**src/rtl/ets_credit_pkg.sv**
```systemverilog
package ets_credit_pkg;
  localparam int NUM_CLIENTS = 9;
  localparam int NUM_COUNTERS = 9;
  localparam int SEL_BITS = 4;
  localparam int AMT_BITS = 32;
  localparam int LEN_BITS = 16;
  localparam logic [NUM_CLIENTS*SEL_BITS-1:0] MAP_DEFAULT = 36'h543210876;
endpackage

```
**src/rtl/ets_credit_map.sv**
```systemverilog
module ets_credit_map #(
  parameter int N_CLI = 9,
  parameter int N_CRD = 9,
  parameter int SEL_W = 4,
  parameter logic [N_CLI*SEL_W-1:0] MAP_INIT = '0
) (
  input  logic                   clk,
  input  logic                   rst_n,
  input  logic                   wr_i,
  input  logic [N_CLI*SEL_W-1:0] wdata_i,
  input  logic [N_CLI-1:0]       wfq_i,
  output logic [N_CLI*SEL_W-1:0] map_o,
  output logic [N_CLI-1:0]       bad_o,
  output logic                   cfg_err_o
);
  localparam int SLOTS = 1 << SEL_W;

  logic [N_CLI*SEL_W-1:0] map_q, map_d;
  logic [SLOTS-1:0]       used;
  logic [SEL_W-1:0]       sel;
  logic                   clash;

  always_comb begin
    map_d = map_q;
    if (wr_i) map_d = wdata_i;
  end

  always_ff @(posedge clk or negedge rst_n) begin
    if (!rst_n) map_q <= MAP_INIT;
    else if (wr_i) map_q <= map_d;
  end

  // Range check per entry and serial scan for shared counters.
  always_comb begin
    used  = '0;
    clash = 1'b0;
    bad_o = '0;
    sel   = '0;
    for (int c = 0; c < N_CLI; c++) begin
      sel      = map_q[c*SEL_W +: SEL_W];
      bad_o[c] = (sel >= SEL_W'(N_CRD));
      if (wfq_i[c] && !bad_o[c]) begin
        if (used[sel]) clash = 1'b1;
        used[sel] = 1'b1;
      end
    end
  end

  assign map_o     = map_q;
  assign cfg_err_o = clash | (|(bad_o & wfq_i));
endmodule

```
**src/rtl/ets_credit_ctr.sv**
```systemverilog
module ets_credit_ctr #(
  parameter int AMT_W = 32,
  parameter int LEN_W = 16,
  parameter int CTR_W = AMT_W + 2
) (
  input  logic             clk,
  input  logic             rst_n,
  input  logic             refill_i,
  input  logic [AMT_W-1:0] weight_i,
  input  logic [AMT_W-1:0] bound_i,
  input  logic             debit_i,
  input  logic [LEN_W-1:0] len_i,
  output logic             neg_o
);
  logic signed [CTR_W-1:0] cnt_q, cnt_d, sum, clip, wext, bext, lext;
  logic                    cnt_en;

  assign wext   = $signed({{(CTR_W-AMT_W){1'b0}}, weight_i});
  assign bext   = $signed({{(CTR_W-AMT_W){1'b0}}, bound_i});
  assign lext   = $signed({{(CTR_W-LEN_W){1'b0}}, len_i});
  assign cnt_en = refill_i | debit_i;

  // Add weight, limit to ceiling, then take the length away.
  always_comb begin
    sum   = refill_i ? (cnt_q + wext) : cnt_q;
    clip  = (refill_i && (sum > bext)) ? bext : sum;
    cnt_d = debit_i ? (clip - lext) : clip;
  end

  always_ff @(posedge clk or negedge rst_n) begin
    if (!rst_n) cnt_q <= '0;
    else if (cnt_en) cnt_q <= cnt_d;
  end

  assign neg_o = cnt_q[CTR_W-1];
endmodule

```
**src/rtl/ets_credit_gate.sv**
```systemverilog
module ets_credit_gate #(
  parameter int N_CLI = 9,
  parameter int N_CRD = 9,
  parameter int SEL_W = 4,
  parameter int LEN_W = 16
) (
  input  logic [N_CLI-1:0]       req_i,
  input  logic [N_CLI-1:0]       wfq_i,
  input  logic [N_CLI*SEL_W-1:0] map_i,
  input  logic [N_CLI-1:0]       bad_i,
  input  logic [N_CRD-1:0]       neg_i,
  input  logic                   grant_vld_i,
  input  logic [SEL_W-1:0]       grant_id_i,
  output logic [N_CLI-1:0]       eligible_o,
  output logic                   refill_o,
  output logic [N_CRD-1:0]       debit_o
);
  localparam int SLOTS = 1 << SEL_W;

  logic [SLOTS-1:0]       neg_ext, wfq_ext, bad_ext;
  logic [SLOTS*SEL_W-1:0] map_ext;
  logic [N_CLI-1:0]       blocked, wfq_req;
  logic [SEL_W-1:0]       sel, gsel;
  logic                   hit;

  assign neg_ext = SLOTS'(neg_i);
  assign wfq_ext = SLOTS'(wfq_i);
  assign bad_ext = SLOTS'(bad_i);
  assign map_ext = (SLOTS*SEL_W)'(map_i);

  always_comb begin
    blocked = '0;
    sel     = '0;
    for (int c = 0; c < N_CLI; c++) begin
      sel = map_i[c*SEL_W +: SEL_W];
      if (wfq_i[c]) blocked[c] = bad_i[c] ? 1'b1 : neg_ext[sel];
    end
  end

  assign wfq_req    = req_i & wfq_i;
  assign eligible_o = req_i & ~blocked;
  assign refill_o   = (|wfq_req) && ((wfq_req & ~blocked) == '0);

  assign gsel = map_ext[grant_id_i*SEL_W +: SEL_W];
  assign hit  = grant_vld_i && (grant_id_i < SEL_W'(N_CLI))
              && wfq_ext[grant_id_i] && !bad_ext[grant_id_i];

  always_comb begin
    debit_o = '0;
    for (int k = 0; k < N_CRD; k++) debit_o[k] = hit && (gsel == SEL_W'(k));
  end
endmodule

```
**src/rtl/ets_credit_unit.sv**
```systemverilog
module ets_credit_unit
  import ets_credit_pkg::*;
#(
  parameter int N_CLI = NUM_CLIENTS,
  parameter int N_CRD = NUM_COUNTERS,
  parameter int SEL_W = SEL_BITS,
  parameter int AMT_W = AMT_BITS,
  parameter int LEN_W = LEN_BITS,
  parameter logic [N_CLI*SEL_W-1:0] MAP_INIT = MAP_DEFAULT
) (
  input  logic                   clk,
  input  logic                   rst_n,
  input  logic [N_CLI-1:0]       req_i,
  input  logic [N_CLI-1:0]       wfq_i,
  input  logic                   map_wr_i,
  input  logic [N_CLI*SEL_W-1:0] map_wdata_i,
  input  logic [N_CRD*AMT_W-1:0] weight_i,
  input  logic [N_CRD*AMT_W-1:0] bound_i,
  input  logic                   grant_vld_i,
  input  logic [SEL_W-1:0]       grant_id_i,
  input  logic [LEN_W-1:0]       grant_len_i,
  output logic [N_CLI-1:0]       eligible_o,
  output logic [N_CLI*SEL_W-1:0] map_o,
  output logic                   cfg_err_o
);
  localparam int CTR_W = AMT_W + 2;

  logic [N_CLI-1:0] bad;
  logic [N_CRD-1:0] neg, debit;
  logic             refill_due;

  ets_credit_map #(.N_CLI(N_CLI), .N_CRD(N_CRD), .SEL_W(SEL_W), .MAP_INIT(MAP_INIT)) u_map (
    .clk(clk), .rst_n(rst_n), .wr_i(map_wr_i), .wdata_i(map_wdata_i),
    .wfq_i(wfq_i), .map_o(map_o), .bad_o(bad), .cfg_err_o(cfg_err_o)
  );

  ets_credit_gate #(.N_CLI(N_CLI), .N_CRD(N_CRD), .SEL_W(SEL_W), .LEN_W(LEN_W)) u_gate (
    .req_i(req_i), .wfq_i(wfq_i), .map_i(map_o), .bad_i(bad), .neg_i(neg),
    .grant_vld_i(grant_vld_i), .grant_id_i(grant_id_i),
    .eligible_o(eligible_o), .refill_o(refill_due), .debit_o(debit)
  );

  for (genvar k = 0; k < N_CRD; k++) begin : g_ctr
    ets_credit_ctr #(.AMT_W(AMT_W), .LEN_W(LEN_W), .CTR_W(CTR_W)) u_ctr (
      .clk(clk), .rst_n(rst_n), .refill_i(refill_due),
      .weight_i(weight_i[k*AMT_W +: AMT_W]), .bound_i(bound_i[k*AMT_W +: AMT_W]),
      .debit_i(debit[k]), .len_i(grant_len_i), .neg_o(neg[k])
    );
  end
endmodule

```
**config.mk**
```make
export PLATFORM = sky130hd
export DESIGN_NAME = ets_credit_unit
export DESIGN_NICKNAME = d
export VERILOG_FILES = /design/src/rtl/ets_credit_pkg.sv /design/src/rtl/ets_credit_map.sv /design/src/rtl/ets_credit_ctr.sv /design/src/rtl/ets_credit_gate.sv /design/src/rtl/ets_credit_unit.sv
export SDC_FILE = /design/constraint.sdc
export NUM_CORES = 2
export LEC_CHECK = 0
export BUFFER_PORTS_ARGS = -buffer_cell sky130_fd_sc_hd__buf_2
export CORE_MARGIN = 1
export CORE_UTILIZATION = 55
export CTS_BUF_LIST = sky130_fd_sc_hd__clkbuf_4
export CTS_CLUSTER_DIAMETER = 80
export DETAILED_ROUTE_END_ITERATION = 7
export HOLD_SLACK_MARGIN = 0.02
export PLACE_DENSITY = 0.89
export SLEW_MARGIN = 5
export SYNTH_ARGS = -nofsm -noshare
export SYNTH_HDL_FRONTEND = slang
export SYNTH_SLANG_ARGS = --single-unit
```
**constraint.sdc**
```tcl
create_clock -name clk -period 9.1 [get_ports clk]
set_clock_uncertainty 0.15 [all_clocks]
set_input_delay 1.82 -clock clk [delete_from_list [all_inputs] [get_ports clk]]
set_output_delay 1.82 -clock clk [all_outputs]
set_load 0.01 [all_outputs]
```
## Word-level counts from Yosys, hierarchy flattened

Memories as Yosys holds them, arrays and structs flattened.
Index checks and enable logic that the tools add are counted.

| operators by class | value |
|---|---|
| multiplexer cells | 126 |
| eq/ne operators | 8 |
| bitwise operators | 22 |
| magnitude comparators | 37 |
| reductions and logical operators | 53 |
| shifts and indexed selects | 1 |
| add/subtract/negate cells | 18 |

Operators by type and width:

| cell | number |
|---|---|
| 34-bit two-way mux | 27 |
| 34-bit by 33-bit adder with 34-bit output | 9 |
| 34-bit by 33-bit greater-than comparator with 1-bit output | 9 |
| 34-bit by 17-bit subtractor with 34-bit output | 9 |
| 16-bit two-way mux | 8 |
| 16-bit bitwise OR | 7 |
| 1-bit binary-select mux with 4-bit select | 19 |
| 1-bit two-way mux | 64 |
| 64-bit by 7-bit variable part select with 4-bit output | 1 |
| 4-bit by 5-bit less-than comparator with 1-bit output, second input constant | 10 |
| 1-bit logical AND | 39 |
| 9-bit AND | 4 |
| 4-bit greater-or-equal comparator, second input constant | 9 |
| 1-bit demux with 4-bit select | 8 |
| 4-bit by 1-bit greater-or-equal comparator with 1-bit output, second input constant | 8 |
| 9-bit OR reduction | 2 |
| 4-bit by 3-bit equality test with 1-bit output, second input constant | 4 |
| 1-bit zero test | 10 |
| 1-bit bitwise OR | 10 |
| 9-bit zero test | 1 |
| 9-bit NOT | 1 |
| 4-bit by 2-bit equality test with 1-bit output, second input constant | 2 |
| 4-bit by 1-bit equality test with 1-bit output, second input constant | 1 |
| 4-bit equality test, second input constant | 1 |
| 2 further kinds | 2 |

| word-level totals | value |
|---|---|
| output and inout bits | 46 |
| input bits | 654 |
| register bits | 342 |
| word-level logic and storage cells | 276 |
| memories | 1 |
| ROM bits | 16 |

Memory list:

| memory | words | bits a word | rd ports | clocked after memory_dff | write ports | line | text |
|---|---|---|---|---|---|---|---|
| (name not given) | 16 | 1 | 1 | 0 | 0 | ets_credit_map.sv:43 | `if (used[sel]) clash = 1'b1;` |

## Depth between registers and ports, before layout

| depth | value |
|---|---|
| word-level depth | 24 |
| gate-level depth with buffers | 46 |

## Hierarchy

From an unflattened synthesis, not the netlist that was laid out.

| second synthesis, totals | value |
|---|---|
| cell total of the unflattened synthesis | 7681 |
| area, all modules | 59619.7 µm² |

Modules (own cells, without submodules):

| module | cells each | instances | area an instance (µm²) |
|---|---|---|---|
| ets_credit_ctr at g_ctr[0].u_ctr ... | 816 | 5 | 6217.2 |
| ets_credit_ctr at g_ctr[8].u_ctr | 777 | 1 | 6097.1 |
| ets_credit_ctr at g_ctr[6].u_ctr | 801 | 1 | 6088.3 |
| ets_credit_ctr at g_ctr[1].u_ctr | 752 | 1 | 5933.2 |
| ets_credit_ctr at g_ctr[7].u_ctr | 747 | 1 | 5844.4 |
| ets_credit_map | 349 | 1 | 3042.9 |
| ets_credit_gate | 175 | 1 | 1527.7 |

## Worst setup path after synthesis

No wires, ideal clock.

| timing path | value |
|---|---|
| path kind | input-to-reg |
| start | input port wfq_i[6] |
| end | register g_ctr[4].u_ctr.cnt_q[30] |
| setup time | 0.079 ns |
| arrival | 10.280 ns |
| path slack | -1.409 ns |
| buffers on the path | 12 |
| stages | 46 |
| required time | 8.871 ns |
| cells stage by stage | clkbuf_1 a22oi_1 nand3_1 o21a_1 o32ai_1 or4_4 buf_6 buf_6 buf_6 buf_2 buf_2 buf_2 clkbuf_1 nand2_1 o21ai_0 ha_1 and3_1 a221o_1 (+10 left out) nand2_1 o21ai_0 ha_1 inv_1 fa_1 a21o_1 a21oi_1 o21bai_1 a21oi_1 o21ai_0 nor3b_1 o31ai_1 o21ai_0 a21boi_0 o2111ai_4 or4_1 xor2_1 mux2i_1 |

| between the ends | value |
|---|---|
| longest elaborated chain between the ends | 11 |
| elaborated cells on any way between the ends | 19 |
| classes of those cells | add/sub: 1; order compare: 1; mux: 6; bitwise: 4; reduce/logical: 7 |

Ends and longest elaborated chain:

| item | line | text |
|---|---|---|
| from (decl) | ets_credit_unit.sv:14 | `input logic [N_CLI-1:0] wfq_i,` |
| 1-bit two-way mux | ets_credit_gate.sv:36 | `if (wfq_i[c]) blocked[c] = bad_i[c] ? 1'b1 : neg_ext[sel];` |
| 9-bit NOT | ets_credit_gate.sv:42 | `assign refill_o = (\|wfq_req) && ((wfq_req & ~blocked) == '0);` |
| 9-bit AND | ets_credit_gate.sv:42 |  |
| 9-bit zero test | ets_credit_gate.sv:42 |  |
| 1-bit logical AND | ets_credit_gate.sv:42 |  |
| 34-bit two-way mux | ets_credit_ctr.sv:25 | `sum = refill_i ? (cnt_q + wext) : cnt_q;` |
| 34-bit by 33-bit greater-than comparator with 1-bit output | ets_credit_ctr.sv:26 | `clip = (refill_i && (sum > bext)) ? bext : sum;` |
| 1-bit logical AND | ets_credit_ctr.sv:26 |  |
| 34-bit two-way mux | ets_credit_ctr.sv:26 |  |
| 34-bit by 17-bit subtractor with 34-bit output | ets_credit_ctr.sv:27 | `cnt_d = debit_i ? (clip - lext) : clip;` |
| 34-bit two-way mux | ets_credit_ctr.sv:27 |  |
| to (signal assigned) | ets_credit_ctr.sv:32 | `else if (cnt_en) cnt_q <= cnt_d;` |
| to (decl) | ets_credit_ctr.sv:15 | `logic signed [CTR_W-1:0] cnt_q, cnt_d, sum, clip, wext, bext, lext;` |

Parallel ways exist; a longest one is shown, timed or not. The select of a mux whose other input is x is not followed.
A chain may end at the register's enable or synchronous reset.

## Worst setup path in the final report

| timing path | value |
|---|---|
| start | input port weight_i[192] |
| end | register g_ctr[6].u_ctr.cnt_q[30] |

| between the ends | value |
|---|---|
| longest elaborated chain between the ends | 7 |

Ends and longest elaborated chain:

| item | line | text |
|---|---|---|
| from (decl) | ets_credit_unit.sv:17 | `input logic [N_CRD*AMT_W-1:0] weight_i,` |
| 34-bit by 33-bit adder with 34-bit output * | ets_credit_ctr.sv:25 |  |
| 34-bit two-way mux * | ets_credit_ctr.sv:25 |  |
| 34-bit by 33-bit greater-than comparator with 1-bit output | ets_credit_ctr.sv:26 |  |
| 1-bit logical AND | ets_credit_ctr.sv:26 |  |
| 34-bit two-way mux * | ets_credit_ctr.sv:26 |  |
| 34-bit by 17-bit subtractor with 34-bit output | ets_credit_ctr.sv:27 |  |
| 34-bit two-way mux * | ets_credit_ctr.sv:27 |  |
| to (signal assigned) | ets_credit_ctr.sv:32 |  |
| to (decl) | ets_credit_ctr.sv:15 |  |

Mark *: on every way between the ends. The rest lies on a longest branch, timed or not.

==> impl_metrics.env <==
export IMPL_run_status="finished with violations"
export IMPL_violations_in_the_final_reports="design-rule violations"
export IMPL_detail_route_vias_per_cell=6.28
export IMPL_worst_endpoint_required_ps=9820
export IMPL_maxCapViolations=0
export IMPL_power_density_nw_per_um2=384
export IMPL_first_global_vias=63430
export IMPL_power_ir_vdd_worst_mv=0.296
export IMPL_worstSkewPairLatency_ps=1030
export IMPL_critical_path_peak_fanout=4
export IMPL_numPortBuffers=699
export IMPL_clockRootBuffer="sky130_fd_sc_hd__clkbuf_4"
export IMPL_main_flop_type_after_synthesis="sky130_fd_sc_hd__dfrtp_1"
export IMPL_syn_area_um2=55200
export IMPL_globalplace_congestion=1.02
export IMPL_post_synth_top_area_fraction_pct=16.3
export IMPL_number_of_enable_type_register_cells_in_the_synthesized_netlist=0
export IMPL_grt_ovfl_total=0
export IMPL_setup_crit_start_kind="primary input"
export IMPL_clock_power_share_pct=6.2
export IMPL_setup_tns_final_ps=0
export IMPL_worst_endpoint_arrival_ps=9610
export IMPL_yosys_top_cells_area="sky130_fd_sc_hd__ha_1, sky130_fd_sc_hd__dfrtp_1, sky130_fd_sc_hd__nand2_1"
export IMPL_hold_viol_final=0
export IMPL_number_of_buffers_inserted_during_clock_tree_synthesis=110
export IMPL_syn_to_final_growth_pct=27.6
export IMPL_die_area_um2=102000
export IMPL_n_fill_cell=7739
export IMPL_cts_tree="done"
export IMPL_final_layout_size_suffix_gt1_share_pct=27.9
export IMPL_clock_sinks=342
export IMPL_dp_cells=10133
export IMPL_fp_dieH_um=319
export IMPL_grt_max_degree=108
export IMPL_cts_htree_levels=3
export IMPL_post_route_cell_area_um2=70500
export IMPL_sw_ratio_pct=49.8
export IMPL_cts_hold_buffers_added=0
export IMPL_worst_setup_hold_path_clk_slew_ps=60
export IMPL_p_leak_nw=35.1
export IMPL_detail_route_drc_violations=1
export IMPL_finalHoldWorstSlack_ps=431
export IMPL_critPathCaptureType="register"
export IMPL_synthesis_instances=7264
export IMPL_first_pass_grt_wire_length_um=347000
export IMPL_detail_route_iter0_violations=6919
export IMPL_layout_worst_path_cycle_share_pct=97.7
export IMPL_worst_path_most_repeated_cell="sky130_fd_sc_hd__a21o_1"
export IMPL_ctsLongestPathBuffers=3
export IMPL_share_comb_of_total_power_pct=82.6
export IMPL_finalCriticalPeriod_ps=8890
export IMPL_hp_class="reg2reg"
export IMPL_switching_power_w=0.0135
export IMPL_core_um2=99000
export IMPL_grt_use_total_pct=43.0
export IMPL_critical_path_slowest_cell="sky130_fd_sc_hd__fa_2"
export IMPL_cpPeakStageDelay_ps=430
export IMPL_mean_instance_size_in_the_synthesized_netlist_um2=7.60
export IMPL_postRouteWirelength_um=228000
export IMPL_seq_area_frac_synth_pct=15.5
export IMPL_ys_seq_elements=342
export IMPL_iteration_count_of_the_initial_detailed_routing_pass=8
export IMPL_cell_internal_pwr_w=0.0136
export IMPL_initial_antenna_violation_count=114
export IMPL_detail_route_antenna_nets=0
export IMPL_yosys_cell_count_top_type="sky130_fd_sc_hd__nand2_1"
export IMPL_netlist_cell_type_count=114
export IMPL_start_util_pct=55.8
export IMPL_setup_violations=0
export IMPL_worst_slew_margin_rel_pct=17.5
export IMPL_crit_path_max_delay_family="compound AO/OA/AOI/OAI gates"
export IMPL_post_dp_cell_area_um2=68400
export IMPL_dpl_hpwl_um=183000
export IMPL_finish_net_count=10367
export IMPL_tightest_slew_ps=1240
export IMPL_number_of_max_slew_violations_in_the_final_report=0
export IMPL_fp_row_count=115
export IMPL_top_level_ports=700
export IMPL_setup_worst_path_class="in2reg"
export IMPL_yosysTopAreaCell="sky130_fd_sc_hd__ha_1"
export IMPL_sequential_power_share_pct=11.3
export IMPL_yosysWarnings=0
export IMPL_synthArstFlopShare_pct=100
export IMPL_wirelength_per_cell_um=21.9
export IMPL_leading_post_synthesis_cells_by_instance_count="sky130_fd_sc_hd__nand2_1, sky130_fd_sc_hd__ha_1, sky130_fd_sc_hd__o21ai_0, sky130_fd_sc_hd__a21oi_1, sky130_fd_sc_hd__nor2_1"
export IMPL_setup_reg_to_reg_worst_slack_ps=250
export IMPL_layout_cells_non_filler=10443
export IMPL_floorplan_die_width_um=319
export IMPL_max_freq_mhz=112
export IMPL_synthesis_nets=8656
export IMPL_dr_total_vias=65531
export IMPL_bufs_and_invs_on_worst_path=4
==> power by group through the flow <==
stage          clock, W  sequential (W)  combinational [W]
2_1_floorplan         0         0.00261             0.0139
3_3_place_gp          0         0.00299             0.0206
3_5_place_dp          0         0.00300             0.0214
4_1_cts         0.00168         0.00298             0.0216
5_1_grt         0.00176         0.00308             0.0243
6_report        0.00167         0.00305             0.0223
==> layout make-up <==
cell class / instances / area [um2] / share of cell area [%]
Clock buffer: 151 / 1130 / 1.61
Timing Repair Buffer: 1859 / 12400 / 17.6
Clock inverter: 41 / 205 / 0.291
Multi-Input combinational cell: 6181 / 44500 / 63.1
Sequential cell: 342 / 8610 / 12.2
Antenna cell: 101 / 253 / 0.359
Inverter: 481 / 1810 / 2.56
Tap cell: 1287 / 1610 / 2.28
==> through the flow <==
step	setup WS [ps]	util (%)	power (W)
floorplan	-400	-	0.0165
global placement	-907	69.1	0.0236
detailed placement	-1030	69.1	0.0244
CTS	32.1	70.4	0.0262
global route	-68.1	71.1	0.0292
finish	207	71.2	0.0271
==> per-layer routing <==
layer  vias up  wire [um]  track usage [%]
li1      30126          -                -
met1     30333      85500             50.1
met2      3908     100000             67.4
met3      1108      24800             12.6
met4        56      17600             30.9
met5         -        369                0
==> final timing paths <==
kind                                               start                        to  depth (start not counted)
max in group asynchronous                          rst_n  g_ctr[2].u_ctr.cnt_q[33]                          2
min in group asynchronous                          rst_n  g_ctr[0].u_ctr.cnt_q[14]                          1
worst min-delay path            g_ctr[8].u_ctr.cnt_q[21]  g_ctr[8].u_ctr.cnt_q[21]                          2
worst max-delay path                       weight_i[192]  g_ctr[6].u_ctr.cnt_q[30]                         38
worst max register to register           u_map.map_o[24]  g_ctr[6].u_ctr.cnt_q[30]                         37
worst min register to register  g_ctr[8].u_ctr.cnt_q[21]  g_ctr[8].u_ctr.cnt_q[21]                          2
==> cells in the final DEF, fill, tap and decap left out, drive strengths merged, types with 161 or more instances in the layout <==
| cell | netlist | layout |
|---|---|---|
| a21oi | 538 | 538 |
| nand2 | 906 | 906 |
| nand3 | 161 | 161 |
| mux2 | 206 | 206 |
| o21ai | 621 | 621 |
| ha | 720 | 720 |
| xor2 | 179 | 179 |
| nor2 | 488 | 488 |
| buf | 123 | 1858 |
| xnor2 | 347 | 347 |
| a21o | 266 | 266 |
| dfrtp | 329 | 329 |
| inv | 480 | 482 |
==> cell families after synthesis <==
kind of cell,count (synthesis),synth area share (%)
AND/OR/NAND/NOR,2308,19.7
AO/OA/AOI/OAI,2239,26.1
buffers and inverters,741,5.35
adder cells (fa/ha/maj),738,17.0
XOR/XNOR,526,8.34
multiplexers,370,8.00
flip-flops,342,15.5
==> repair_timing <==
action | CTS | global route
buffers inserted | 0 | 16
resized for setup | 4 | 118
gates cloned | 0 | 1
endpoints found under the setup margin | 4 | 134
pin swaps | 0 | 44
==> worst min-delay path, stage by stage (launching register included) <==
cell and delay, ps:
sky130_fd_sc_hd__dfrtp_1 420, sky130_fd_sc_hd__nand2_1 70, sky130_fd_sc_hd__nand2_1 60
==> flip-flops by register name, indices dropped and copies added, names as in the netlist <==
| register | flops |
|---|---|
| u_map.map_o | 36 |
| g_ctr.u_ctr.cnt_q | 306 |
No activity file was read; power rests on OpenSTA's default activity.
